**src/rtl/rxf_pkg.sv**
```systemverilog
package rxf_pkg;
    localparam int unsigned ENTRIES    = 16;
    localparam int unsigned ADDR_BITS  = 48;
    localparam int unsigned WORD_BITS  = 16;
    localparam int unsigned MEM_ABITS  = 32;
    localparam int unsigned COUNT_BITS = 5;
    localparam int unsigned MODE_BITS  = 16;
    localparam int unsigned MB_PROMISC = 12;
    localparam int unsigned MB_ALLMC   = 11;
    localparam int unsigned MB_BCAST   = 13;

    typedef enum logic [3:0] {
        LD_IDLE,
        LD_IDX_REQ,
        LD_IDX_WAIT,
        LD_ADR_REQ,
        LD_ADR_WAIT,
        LD_ADVANCE,
        LD_EN_REQ,
        LD_EN_WAIT,
        LD_FINISH
    } ld_state_t;
endpackage

```
**src/rtl/rxf_cam.sv**
```systemverilog
module rxf_cam #(
    parameter int unsigned N  = rxf_pkg::ENTRIES,
    parameter int unsigned AW = rxf_pkg::ADDR_BITS,
    parameter int unsigned WW = rxf_pkg::WORD_BITS,
    localparam int unsigned IW  = $clog2(N),
    localparam int unsigned WPE = AW / WW,
    localparam int unsigned SW  = $clog2(WPE + 1)
) (
    input  logic          clk,
    input  logic          rst_n,
    input  logic          wr_en,
    input  logic [IW-1:0] wr_idx,
    input  logic [AW-1:0] wr_addr,
    input  logic          en_wr,
    input  logic [N-1:0]  en_data,
    output logic [N-1:0]  en_mask,
    input  logic [AW-1:0] cmp_addr,
    output logic [N-1:0]  hit_vec,
    input  logic          rb_allow,
    input  logic [IW-1:0] rb_idx,
    input  logic [SW-1:0] rb_sel,
    output logic [WW-1:0] rb_data
);
    logic [AW-1:0] tbl_q [N];
    logic [N-1:0]  en_q;

    always_ff @(posedge clk or negedge rst_n) begin
        if (!rst_n) begin
            for (int i = 0; i < int'(N); i++) tbl_q[i] <= '0;
        end else if (wr_en) begin
            tbl_q[wr_idx] <= wr_addr;
        end
    end

    always_ff @(posedge clk or negedge rst_n) begin
        if (!rst_n)      en_q <= '0;
        else if (en_wr)  en_q <= en_data;
    end

    assign en_mask = en_q;

    for (genvar g = 0; g < int'(N); g++) begin : g_cmp
        assign hit_vec[g] = en_q[g] && (tbl_q[g] == cmp_addr);
    end

    always_comb begin
        rb_data = '0;
        if (rb_allow && (int'(rb_sel) < int'(WPE)))
            rb_data = tbl_q[rb_idx][AW - 1 - int'(rb_sel) * int'(WW) -: WW];
    end
endmodule

```
**src/rtl/rxf_decide.sv**
```systemverilog
module rxf_decide #(
    parameter int unsigned N  = rxf_pkg::ENTRIES,
    parameter int unsigned AW = rxf_pkg::ADDR_BITS,
    parameter int unsigned MW = rxf_pkg::MODE_BITS,
    parameter int unsigned BP = rxf_pkg::MB_PROMISC,
    parameter int unsigned BM = rxf_pkg::MB_ALLMC,
    parameter int unsigned BB = rxf_pkg::MB_BCAST
) (
    input  logic          clk,
    input  logic          rst_n,
    input  logic          dst_valid,
    input  logic [AW-1:0] dst_addr,
    input  logic [MW-1:0] rx_mode,
    input  logic [N-1:0]  hit_vec,
    output logic          dec_valid,
    output logic          dec_accept,
    output logic          dec_mcast,
    output logic          dec_bcast,
    output logic [N-1:0]  dec_hits
);
    logic is_group, is_all_ones, acc_d, mc_d, bc_d;

    assign is_group    = dst_addr[AW-8];
    assign is_all_ones = &dst_addr;

    always_comb begin
        acc_d = 1'b0;
        mc_d  = 1'b0;
        bc_d  = 1'b0;
        if (rx_mode[BP] && !is_group) begin
            acc_d = 1'b1;
        end else if (rx_mode[BM] && is_group) begin
            acc_d = 1'b1;
            mc_d  = 1'b1;
        end else if (rx_mode[BB] && is_all_ones) begin
            acc_d = 1'b1;
            bc_d  = 1'b1;
        end else begin
            acc_d = |hit_vec;
        end
    end

    always_ff @(posedge clk or negedge rst_n) begin
        if (!rst_n) begin
            dec_valid  <= 1'b0;
            dec_accept <= 1'b0;
            dec_mcast  <= 1'b0;
            dec_bcast  <= 1'b0;
            dec_hits   <= '0;
        end else begin
            dec_valid <= dst_valid;
            if (dst_valid) begin
                dec_accept <= acc_d;
                dec_mcast  <= mc_d;
                dec_bcast  <= bc_d;
                dec_hits   <= hit_vec;
            end
        end
    end

    p_one_cycle_late_r5: assert property (@(posedge clk) disable iff (!rst_n)
        dec_valid |-> $past(dst_valid));
    p_flag_needs_accept_r2: assert property (@(posedge clk) disable iff (!rst_n)
        (dec_valid && (dec_mcast || dec_bcast)) |-> dec_accept);
    p_single_type_r3: assert property (@(posedge clk) disable iff (!rst_n)
        dec_valid |-> !(dec_mcast && dec_bcast));
endmodule

```
**src/rtl/rxf_loader.sv**
```systemverilog
module rxf_loader #(
    parameter int unsigned N   = rxf_pkg::ENTRIES,
    parameter int unsigned EW  = rxf_pkg::ADDR_BITS,
    parameter int unsigned WW  = rxf_pkg::WORD_BITS,
    parameter int unsigned MAW = rxf_pkg::MEM_ABITS,
    parameter int unsigned CW  = rxf_pkg::COUNT_BITS,
    localparam int unsigned IW  = $clog2(N),
    localparam int unsigned WPE = EW / WW,
    localparam int unsigned XW  = $clog2(WPE + 1)
) (
    input  logic           clk,
    input  logic           rst_n,
    input  logic           start,
    input  logic [MAW-1:0] base,
    input  logic [WW-1:0]  count_in,
    input  logic           wide,
    output logic           mem_req,
    output logic [MAW-1:0] mem_addr,
    input  logic           mem_rvalid,
    input  logic [WW-1:0]  mem_rdata,
    output logic           wr_en,
    output logic [IW-1:0]  wr_idx,
    output logic [EW-1:0]  wr_addr,
    output logic           en_wr,
    output logic [N-1:0]   en_data,
    output logic           busy,
    output logic           done
);
    import rxf_pkg::*;

    ld_state_t      state_q, state_d;
    logic [MAW-1:0] ptr_q;
    logic [CW-1:0]  cnt_q;
    logic [XW-1:0]  widx_q;
    logic [IW-1:0]  idx_q;
    logic [EW-1:0]  stage_q;
    logic           wide_q;
    logic [MAW-1:0] step, word_off;

    assign step = wide_q ? MAW'(4) : MAW'(2);

    always_ff @(posedge clk or negedge rst_n) begin
        if (!rst_n) state_q <= LD_IDLE;
        else        state_q <= state_d;
    end

    always_comb begin
        state_d = state_q;
        unique case (state_q)
            LD_IDLE:     if (start) state_d = (count_in[CW-1:0] != '0) ? LD_IDX_REQ : LD_EN_REQ;
            LD_IDX_REQ:  state_d = LD_IDX_WAIT;
            LD_IDX_WAIT: if (mem_rvalid) state_d = LD_ADR_REQ;
            LD_ADR_REQ:  state_d = LD_ADR_WAIT;
            LD_ADR_WAIT: if (mem_rvalid)
                             state_d = (int'(widx_q) == int'(WPE)) ? LD_ADVANCE : LD_ADR_REQ;
            LD_ADVANCE:  state_d = (cnt_q != CW'(1)) ? LD_IDX_REQ : LD_EN_REQ;
            LD_EN_REQ:   state_d = LD_EN_WAIT;
            LD_EN_WAIT:  if (mem_rvalid) state_d = LD_FINISH;
            LD_FINISH:   state_d = LD_IDLE;
            default:     state_d = LD_IDLE;
        endcase
    end

    always_ff @(posedge clk or negedge rst_n) begin
        if (!rst_n) begin
            ptr_q   <= '0;
            cnt_q   <= '0;
            widx_q  <= '0;
            idx_q   <= '0;
            stage_q <= '0;
            wide_q  <= 1'b0;
        end else begin
            unique case (state_q)
                LD_IDLE: if (start) begin
                    ptr_q  <= base;
                    cnt_q  <= count_in[CW-1:0];
                    wide_q <= wide;
                end
                LD_IDX_WAIT: if (mem_rvalid) begin
                    idx_q  <= mem_rdata[IW-1:0];
                    widx_q <= XW'(1);
                end
                LD_ADR_WAIT: if (mem_rvalid) begin
                    stage_q <= {stage_q[EW-WW-1:0], mem_rdata};
                    widx_q  <= widx_q + XW'(1);
                end
                LD_ADVANCE: begin
                    cnt_q <= cnt_q - CW'(1);
                    ptr_q <= ptr_q + (step << 2);
                end
                default: ;
            endcase
        end
    end

    always_comb begin
        word_off = '0;
        mem_req  = 1'b0;
        wr_en    = 1'b0;
        en_wr    = 1'b0;
        busy     = 1'b1;
        done     = 1'b0;
        unique case (state_q)
            LD_IDLE:     busy = 1'b0;
            LD_IDX_REQ:  mem_req = 1'b1;
            LD_ADR_REQ: begin
                mem_req  = 1'b1;
                word_off = MAW'(widx_q) * step;
            end
            LD_ADVANCE:  wr_en = 1'b1;
            LD_EN_REQ:   mem_req = 1'b1;
            LD_EN_WAIT:  en_wr = mem_rvalid;
            LD_FINISH: begin
                busy = 1'b0;
                done = 1'b1;
            end
            default: ;
        endcase
    end

    assign mem_addr = ptr_q + word_off;
    assign wr_idx   = idx_q;
    assign wr_addr  = stage_q;
    assign en_data  = mem_rdata[N-1:0];

    p_req_then_wait_r11: assert property (@(posedge clk) disable iff (!rst_n)
        mem_req |=> !mem_req);
    p_done_drops_busy_r9: assert property (@(posedge clk) disable iff (!rst_n)
        done |=> !busy);
    p_start_ignored_r12: assert property (@(posedge clk) disable iff (!rst_n)
        (busy && start && !mem_req) |=> $stable(ptr_q));
endmodule

```
**src/rtl/rx_dest_filter.sv**
```systemverilog
module rx_dest_filter #(
    parameter int unsigned N   = rxf_pkg::ENTRIES,
    parameter int unsigned AW  = rxf_pkg::ADDR_BITS,
    parameter int unsigned WW  = rxf_pkg::WORD_BITS,
    parameter int unsigned MAW = rxf_pkg::MEM_ABITS,
    parameter int unsigned MW  = rxf_pkg::MODE_BITS,
    localparam int unsigned IW = $clog2(N),
    localparam int unsigned SW = $clog2(AW / WW + 1)
) (
    input  logic           clk,
    input  logic           rst_n,
    input  logic           bus_wide,
    input  logic           reset_mode,
    input  logic [MW-1:0]  rx_mode,
    input  logic           dst_valid,
    input  logic [AW-1:0]  dst_addr,
    output logic           dec_valid,
    output logic           dec_accept,
    output logic           dec_mcast,
    output logic           dec_bcast,
    output logic [N-1:0]   dec_hits,
    input  logic           load_start,
    input  logic [MAW-1:0] load_base,
    input  logic [WW-1:0]  load_count,
    output logic           load_busy,
    output logic           load_done,
    output logic           lcd_flag,
    input  logic           lcd_clr,
    output logic [N-1:0]   en_mask,
    output logic           mem_req,
    output logic [MAW-1:0] mem_addr,
    input  logic           mem_rvalid,
    input  logic [WW-1:0]  mem_rdata,
    input  logic [IW-1:0]  rb_ptr,
    input  logic [SW-1:0]  rb_sel,
    output logic [WW-1:0]  rb_data
);
    logic          wr_en, en_wr;
    logic [IW-1:0] wr_idx;
    logic [AW-1:0] wr_addr;
    logic [N-1:0]  en_data, hit_vec;

    rxf_loader #(.N(N), .EW(AW), .WW(WW), .MAW(MAW)) u_loader (
        .clk(clk), .rst_n(rst_n), .start(load_start), .base(load_base),
        .count_in(load_count), .wide(bus_wide), .mem_req(mem_req),
        .mem_addr(mem_addr), .mem_rvalid(mem_rvalid), .mem_rdata(mem_rdata),
        .wr_en(wr_en), .wr_idx(wr_idx), .wr_addr(wr_addr), .en_wr(en_wr),
        .en_data(en_data), .busy(load_busy), .done(load_done)
    );

    rxf_cam #(.N(N), .AW(AW), .WW(WW)) u_cam (
        .clk(clk), .rst_n(rst_n), .wr_en(wr_en), .wr_idx(wr_idx),
        .wr_addr(wr_addr), .en_wr(en_wr), .en_data(en_data),
        .en_mask(en_mask), .cmp_addr(dst_addr), .hit_vec(hit_vec),
        .rb_allow(reset_mode), .rb_idx(rb_ptr), .rb_sel(rb_sel),
        .rb_data(rb_data)
    );

    rxf_decide #(.N(N), .AW(AW), .MW(MW)) u_decide (
        .clk(clk), .rst_n(rst_n), .dst_valid(dst_valid), .dst_addr(dst_addr),
        .rx_mode(rx_mode), .hit_vec(hit_vec), .dec_valid(dec_valid),
        .dec_accept(dec_accept), .dec_mcast(dec_mcast),
        .dec_bcast(dec_bcast), .dec_hits(dec_hits)
    );

    always_ff @(posedge clk or negedge rst_n) begin
        if (!rst_n)         lcd_flag <= 1'b0;
        else if (load_done) lcd_flag <= 1'b1;
        else if (lcd_clr)   lcd_flag <= 1'b0;
    end

    p_lcd_after_done_r9: assert property (@(posedge clk) disable iff (!rst_n)
        $rose(lcd_flag) |-> $past(load_done));
    p_mask_only_in_load_r8: assert property (@(posedge clk) disable iff (!rst_n)
        !$stable(en_mask) |-> $past(load_busy));
endmodule

```
**config.mk**
```make
export PLATFORM = sky130hd
export DESIGN_NAME = rx_dest_filter
export DESIGN_NICKNAME = d
export VERILOG_FILES = /design/src/rtl/rxf_pkg.sv /design/src/rtl/rxf_cam.sv /design/src/rtl/rxf_decide.sv /design/src/rtl/rxf_loader.sv /design/src/rtl/rx_dest_filter.sv
export SDC_FILE = /design/constraint.sdc
export NUM_CORES = 2
export LEC_CHECK = 0
export BUFFER_PORTS_ARGS = -buffer_cell sky130_fd_sc_hd__buf_4
export CAP_MARGIN = 20
export CORE_MARGIN = 10
export CORE_UTILIZATION = 25
export CTS_CLUSTER_DIAMETER = 60
export DETAILED_ROUTE_END_ITERATION = 12
export GPL_TIMING_DRIVEN = 0
export PLACE_DENSITY = 0.49
export REMOVE_ABC_BUFFERS = 1
export SLEW_MARGIN = 30
export SYNTH_ARGS = -nofsm -noshare
export SYNTH_HDL_FRONTEND = slang
export SYNTH_SLANG_ARGS = --single-unit
```
**constraint.sdc**
```tcl
create_clock -name clk -period 4 [get_ports clk]
set_clock_uncertainty 0.1 [all_clocks]
set_input_delay 0.8 -clock clk [delete_from_list [all_inputs] [get_ports clk]]
set_output_delay 0.8 -clock clk [all_outputs]
set_load 0.05 [all_outputs]
```
# After elaboration in Yosys (flattened, before gate mapping)
# Cells that the tools add are included.
[classes] shifts=1 n_eq_ne=30 mul=1 addsub=5 magnitude_cmp=4 mux=39 n_reduce_logical=37 bitwise_logic=2
[ops] op="768-bit bitwise mux" count=1
[ops] op="48-bit equality test" count=16
[ops] op="48-bit binary-select mux with 4-bit select" count=1
[ops] op="48-bit demux with 4-bit select" count=1
[ops] op="48-bit 2-to-1 mux" count=3
[ops] op="32-bit adder" count=2
[ops] op="32-bit 2-to-1 mux" count=2
[ops] op="32-bit case mux with 2 select lines" count=1
[ops] op="63-bit by 33-bit indexed part select with 16-bit output" count=1
[ops] op="48-bit AND reduction" count=1
[ops] op="2-bit by 32-bit multiplier with 32-bit output" count=1
[ops] op="4-bit case mux with 8 select lines" count=1
[ops] op="1-bit logical AND" count=21
[ops] op="4-bit by 3-bit equality test with 1-bit output (second input constant)" count=4
[ops] op="16-bit 2-to-1 mux" count=1
[ops] op="4-bit 2-to-1 mux" count=4
[ops] op="16-bit OR reduction" count=1
[ops] op="1-bit 2-to-1 mux" count=15
[ops] op="3-bit 2-to-1 mux" count=4
[ops] op="5-bit >= comparator (second input constant)" count=2
[ops] op="4-bit NOT with 5-bit output" count=2
[ops] op="5-bit case mux with 2 select lines" count=1
[ops] op="4-bit by 2-bit equality test with 1-bit output (second input constant)" count=2
[ops] op="2-bit inequality test (second input constant)" count=4
[ops] op="21 further kinds" count=27
[totals] in_bits=142 regBits=901 elab_cells=149 output_inout_bits=88

# Longest topological paths before layout
[logic_depth] ltp_word=6 mapped_depth=14 ltp_nobuf=13

# Hierarchy
# A second synthesis with hierarchy kept.
[unflattened] hier_cells=4095 hier_area_um2=50783.7
[modules_own_cells] mod="rxf_cam" cells_each=3475 seq_area_each_um2=19618.8 n_inst=1 area_per_inst_um2=44521.4
[modules_own_cells] mod="rxf_loader" cells_each=546 seq_area_each_um2=2402.3 n_inst=1 area_per_inst_um2=5342.6
[modules_own_cells] mod="rxf_decide" cells_each=71 seq_area_each_um2=500.5 n_inst=1 area_per_inst_um2=883.3
[modules_own_cells] mod="rx_dest_filter" cells_each=3 seq_area_each_um2=25.0 n_inst=1 area_per_inst_um2=36.3

# Worst setup path before layout
# OpenSTA, ideal clock, no wires.
[synth_timing] path_type="register -> output" from="register u_loader.state_q[1]" to="output port mem_addr[31]" path_stages_with_launch=15 required_time_ns=3.100 path_slack_ns=-0.536 path_buffers=1 t_arrival_ns=3.636 path_cell_list="dfrtp_1 clkbuf_1 nand2_1 nor3_1 and3_1 ha_1 inv_1 fa_1 nor2b_1 o21ai_0 a211oi_1 and3_1 nand2_1 nor2_1 xor2_1"
[synth_between] elab_chain_cells=3
[synth_lines] element="start: declaration" line_no="rxf_loader.sv:31" source="ld_state_t state_q, state_d;"
[synth_lines] element="start signal: assignment" line_no="rxf_loader.sv:44" source="else state_q <= state_d;"
[synth_lines] element="4-bit by 2-bit equality test with 1-bit output" line_no="rxf_loader.sv:103" source="unique case (state_q)"
[synth_lines] element="32-bit 2-to-1 mux" line_no="rxf_loader.sv:103"
[synth_lines] element="32-bit adder" line_no="rxf_loader.sv:121" source="assign mem_addr = ptr_q + word_off;"
[synth_lines] element="end: declaration" line_no="rx_dest_filter.sv:31" source="output logic [MAW-1:0] mem_addr,"
# Every way passes these cells.

# Worst setup path after layout
[layout_timing] from="register u_loader.state_q[2]" to="output port mem_addr[21]"
# The elaborated chain is that of the path after synthesis.

==> results.txt <==
- For this block, wires on met1 add up to 113 mm.
- Detail-routed via count per cell: 5.52
* Core box area: 200,000 um^2
- Number of distinct standard cells referenced by the synthesized netlist: 63
- I/O Pins: 230
- Setup violations remaining at the end of the flow were counted as 37.
- WL final: 275 mm
* Die X: 468 um
- Synthesis-stage register bit count: 901
* Number of warnings printed during yosys synthesis: 0
- Number of DRC markers in iteration 0: 4,768
- Global-route wire length before repair: 361 mm
* Total power divided by cell area: 613 nW/um^2
- Avg Synthesized Cell Area: 12.9 um^2
- Among all flip-flop cells after synthesis, the most frequent one is dfrtp_1.
- Pleak: 27.2 nW
* Final-stage net count: 4,267
- Setup total negative slack on the finished layout was measured at -8.75 ns.
- Number of placement rows: 164
- HPWL after detailed placement: 211 mm
- Buffer cell driving the clock tree root: clkbuf_16
- Counting flops with an async set or reset pin after synthesis yields a share of 100%.
- Count of flip-flops with a built-in enable after synthesis: 0
- After detailed routing, no signal wire sits above met5.
- Overall fraction of global-route tracks in use: 24.3%
- The die covers 219,000 um^2.
- The worst register-to-register path has a setup slack of -0.03 ns.
- Of the total power, registers draw 40.0%.
- Across the VDD grid, the largest voltage drop is 0.330 mV.
- In the synthesized netlist, the number of instances is 3,904.
- Detailed-route DRC error count: 0
* Clock-pin slew on the worst setup and hold paths: 0.06 ns
- Final ANT Viol Nets: 0
- Fraction of final layout cells with drive strength greater than 1: 43.8%
- CP Capture Type: output port
- Required arrival time at the worst endpoint: 3.10 ns
* Vertical extent of the die: 468 um
* CTS tree: done
- The routed design uses 23.9 mm of met3 wire.
* Worst slew slack as a fraction of its limit: 19.8%
- Total number of vias: 38,000
- STA classifies the critical path startpoint as a flip-flop.
- From synthesis to final layout, the design area changed by 23.7%.
* Smallest hold slack: 0.126 ns
- Depth of the CTS H-tree: 3
- Max Slew Vio Count: 0
- WL/cell: 39.9 um
- Once the floorplan was initialized, standard cells occupied 25.1% of the core.
- Unrepaired setup endpoints after global routing: yes
- The analysis attributes to net switching a power of 0.0158 W.
- The mapped netlist covers 50,200 um^2.
- TritonCTS buffer count: 107
* Largest net degree at the start of global routing: 113
- In this run switching power makes up 41.6% of total power.
- Cell internal pwr: 0.0222 W
- The flow ran to the end, but the final reports show violations.
* Vias in the first global route: 36,700
- In this run, the clock network consumes 27.4% of the power.
- After layout, the minimum clock period comes to 4.47 ns.
- The congestion estimate from routability-driven global placement came to 1.05.
- Clk buf depth: 3
- Along the worst path, the maximum fanout reaches 3.
- The initial antenna violation count was 40.
- The share of the Yosys chip area taken by registers is 44.9%.
- Static timing analysis puts the maximum clock frequency at 0.224 GHz.
- The min-delay analysis places its worst path in the category input port to flip-flop.
- The final-report hold violation count is 0.
- The tool flagged a number of max-cap violations equal to 0.
* Critical path class: flip-flop to output port
* Logic pwr share: 32.6%
* CTS Sinks: 901
- Arrival @ worst endpoint: 3.57 ns
* Length of routed met2 wiring: 119 mm
- Actual transition at the worst max-transition pin: 1.19 ns
- The first TritonRoute pass finished after 6 iterations.
- After layout, the worst setup slack is -0.469 ns.
- The clock reaches the later pin of the worst-skew pair after 0.80 ns.
* Violations in the final reports: setup timing
* I/O Buffers: 205
- Final period util: 112%
- Global routing finished with a remaining overflow of 0.
==> stage by stage <==
| stage | std cells | instance area (um^2) | power [W] | worst slack [ns] | utilization, % |
|---|---|---|---|---|---|
| after floorplan | 3589 | 48800 | 0.0198 | -2.04 | - |
| after global placement | 6450 | 53600 | 0.0264 | -11.15 | 26.9 |
| after detailed placement | 6551 | 56300 | 0.0268 | -1.54 | 28.2 |
| after CTS | 6816 | 61400 | 0.0376 | -0.665 | 30.7 |
| after global routing | 6861 | 62100 | 0.0390 | -0.611 | 31.1 |
| final | 6875 | 62100 | 0.0381 | -0.469 | 31.1 |
==> cells in the final DEF, fill, tap and decap left out, types with 12 or more instances in the layout <==
| master | count |
|---|---|
| nand2b_1 | 18 |
| nand4_1 | 119 |
| nor2_2 | 21 |
| o2bb2ai_1 | 21 |
| nand3_1 | 37 |
| a22o_1 | 16 |
| clkbuf_8 | 31 |
| nor2_4 | 16 |
| mux2_2 | 834 |
| o21ai_0 | 36 |
| nor4_1 | 83 |
| clkinv_2 | 18 |
| o22ai_1 | 32 |
| xnor2_2 | 24 |
| a22oi_2 | 14 |
| dfrtp_1 | 896 |
| nor2_1 | 81 |
| inv_1 | 74 |
| nor4_2 | 26 |
| a21oi_1 | 23 |
| nor3_1 | 28 |
| buf_6 | 40 |
| clkbuf_16 | 111 |
| a31oi_1 | 12 |
| nand2_1 | 76 |
| xor2_1 | 331 |
| xnor2_1 | 317 |
| diode_2 | 16 |
| buf_16 | 70 |
| o211ai_1 | 12 |
| mux4_2 | 240 |
| clkbuf_1 | 17 |
| buf_4 | 258 |
| buf_12 | 25 |
==> cell usage after synthesis, types with 10 or more instances <==
library cell | number | area share (%)
o2bb2ai_1 | 21 | 0.37
nand2b_1 | 22 | 0.27
a22o_1 | 16 | 0.28
o211ai_1 | 12 | 0.18
inv_1 | 76 | 0.57
nand4_1 | 119 | 1.5
o21ai_0 | 39 | 0.39
o221ai_1 | 11 | 0.19
a22oi_1 | 15 | 0.22
o22ai_1 | 32 | 0.40
nor4_1 | 111 | 1.4
a31oi_1 | 18 | 0.22
mux2_2 | 834 | 19
nor3_1 | 34 | 0.34
xnor2_1 | 341 | 5.9
buf_1 | 35 | 0.26
dfrtp_1 | 901 | 45
clkbuf_1 | 143 | 1.1
buf_6 | 10 | 0.22
nor2_1 | 118 | 0.88
xor2_1 | 339 | 5.9
a21oi_1 | 24 | 0.24
nor2b_1 | 10 | 0.12
nand2_1 | 84 | 0.63
buf_2 | 118 | 1.2
ha_1 | 11 | 0.27
nand3_1 | 41 | 0.41
mux4_2 | 240 | 11
==> registers in the layout (all words and copies together), names as in the netlist, 2 cells and up <==
signal,cells
u_decide.dec_hits,16
u_loader.state_q,4
u_cam.tbl_q,768
u_loader.widx_q,2
u_loader.wr_idx,4
u_loader.ptr_q,32
u_cam.en_mask,16
u_loader.cnt_q,5
u_loader.wr_addr,48
==> layer usage <==
metal / up-vias / global-route usage [%]
met5: - / 0
met4: 26 / 14.0
met3: 510 / 5.88
met2: 2002 / 36.2
met1: 20600 / 32.0
li1: 14800 / -
==> power groups by stage <==
stage	registers [W]	clock network, W	logic, W
3_3_place_gp	0.0151	0	0.0113
4_1_cts	0.0150	0.0106	0.0120
2_1_floorplan	0.0137	0	0.00612
6_report	0.0152	0.0104	0.0124
5_1_grt	0.0154	0.0109	0.0127
3_5_place_dp	0.0152	0	0.0116
==> what timing repair did <==
item                                   in CTS  in global routing
hold buffers                                1                  0
endpoints found under the hold margin      86                  0
pin swaps                                  36                 35
setup endpoints to repair                  48                 43
resized for setup                         142                 63
cloned                                     14                  4
buffers inserted                           50                 46
==> area by class of cell <==
type,count,area [um^2]
fillers,20000,138000
multi-input cells,2610,27000
flip-flops and latches,901,22600
repair buffers,414,5250
well taps,2656,3320
clock buffers,155,3170
clock inverters,45,519
inverters,78,293
diodes,16,40.0
==> critical path, cell delays in order, from the launching register on <==
cell and delay [ns]:
dfrtp_2 0.42, nor3_4 0.19, and3_4 0.22, ha_4 0.13
inv_2 0.03, fa_2 0.37, nor2b_4 0.13, o21ai_2 0.09
a211oi_2 0.18, buf_4 0.15, and3_4 0.22, nand2_4 0.05
or3_4 0.39, nand2_4 0.09, buf_8 0.14
==> path summary, 6_finish.rpt <==
kind | from | depth (start not counted) | end
max | u_loader.state_q[2]$_DFFE_PN0P_ | 14 | mem_addr[21]
min in group asynchronous | rst_n | 2 | u_cam.tbl_q[572]$_DFFE_PN0P_
min | load_base[1] | 3 | u_loader.ptr_q[1]$_DFFE_PN0P_
max reg2reg | u_cam.tbl_q[519]$_DFFE_PN0P_ | 7 | u_decide.dec_accept$_DFFE_PN0P_
min reg2reg | u_loader.ptr_q[0]$_DFFE_PN0P_ | 2 | u_loader.ptr_q[0]$_DFFE_PN0P_
max in group asynchronous | rst_n | 6 | u_cam.tbl_q[449]$_DFFE_PN0P_
==> cells by family (layout without fill, tap and decap cells) <==
kind of cell | Yosys count | count (layout) | synth area share [%]
AOI/OAI and AO/OA | 257 | 257 | 3.71
xor gates and xnor gates | 680 | 680 | 11.9
adders and majority gates | 13 | 13 | 0.354
buffers and inverters | 393 | 692 | 3.45
DFF | 901 | 901 | 44.9
muxes | 1079 | 1079 | 29.6
other | 1 | 17 | 0.00747
and+or+nand+nor | 580 | 580 | 6.13
(Power assumes the default switching activity.)
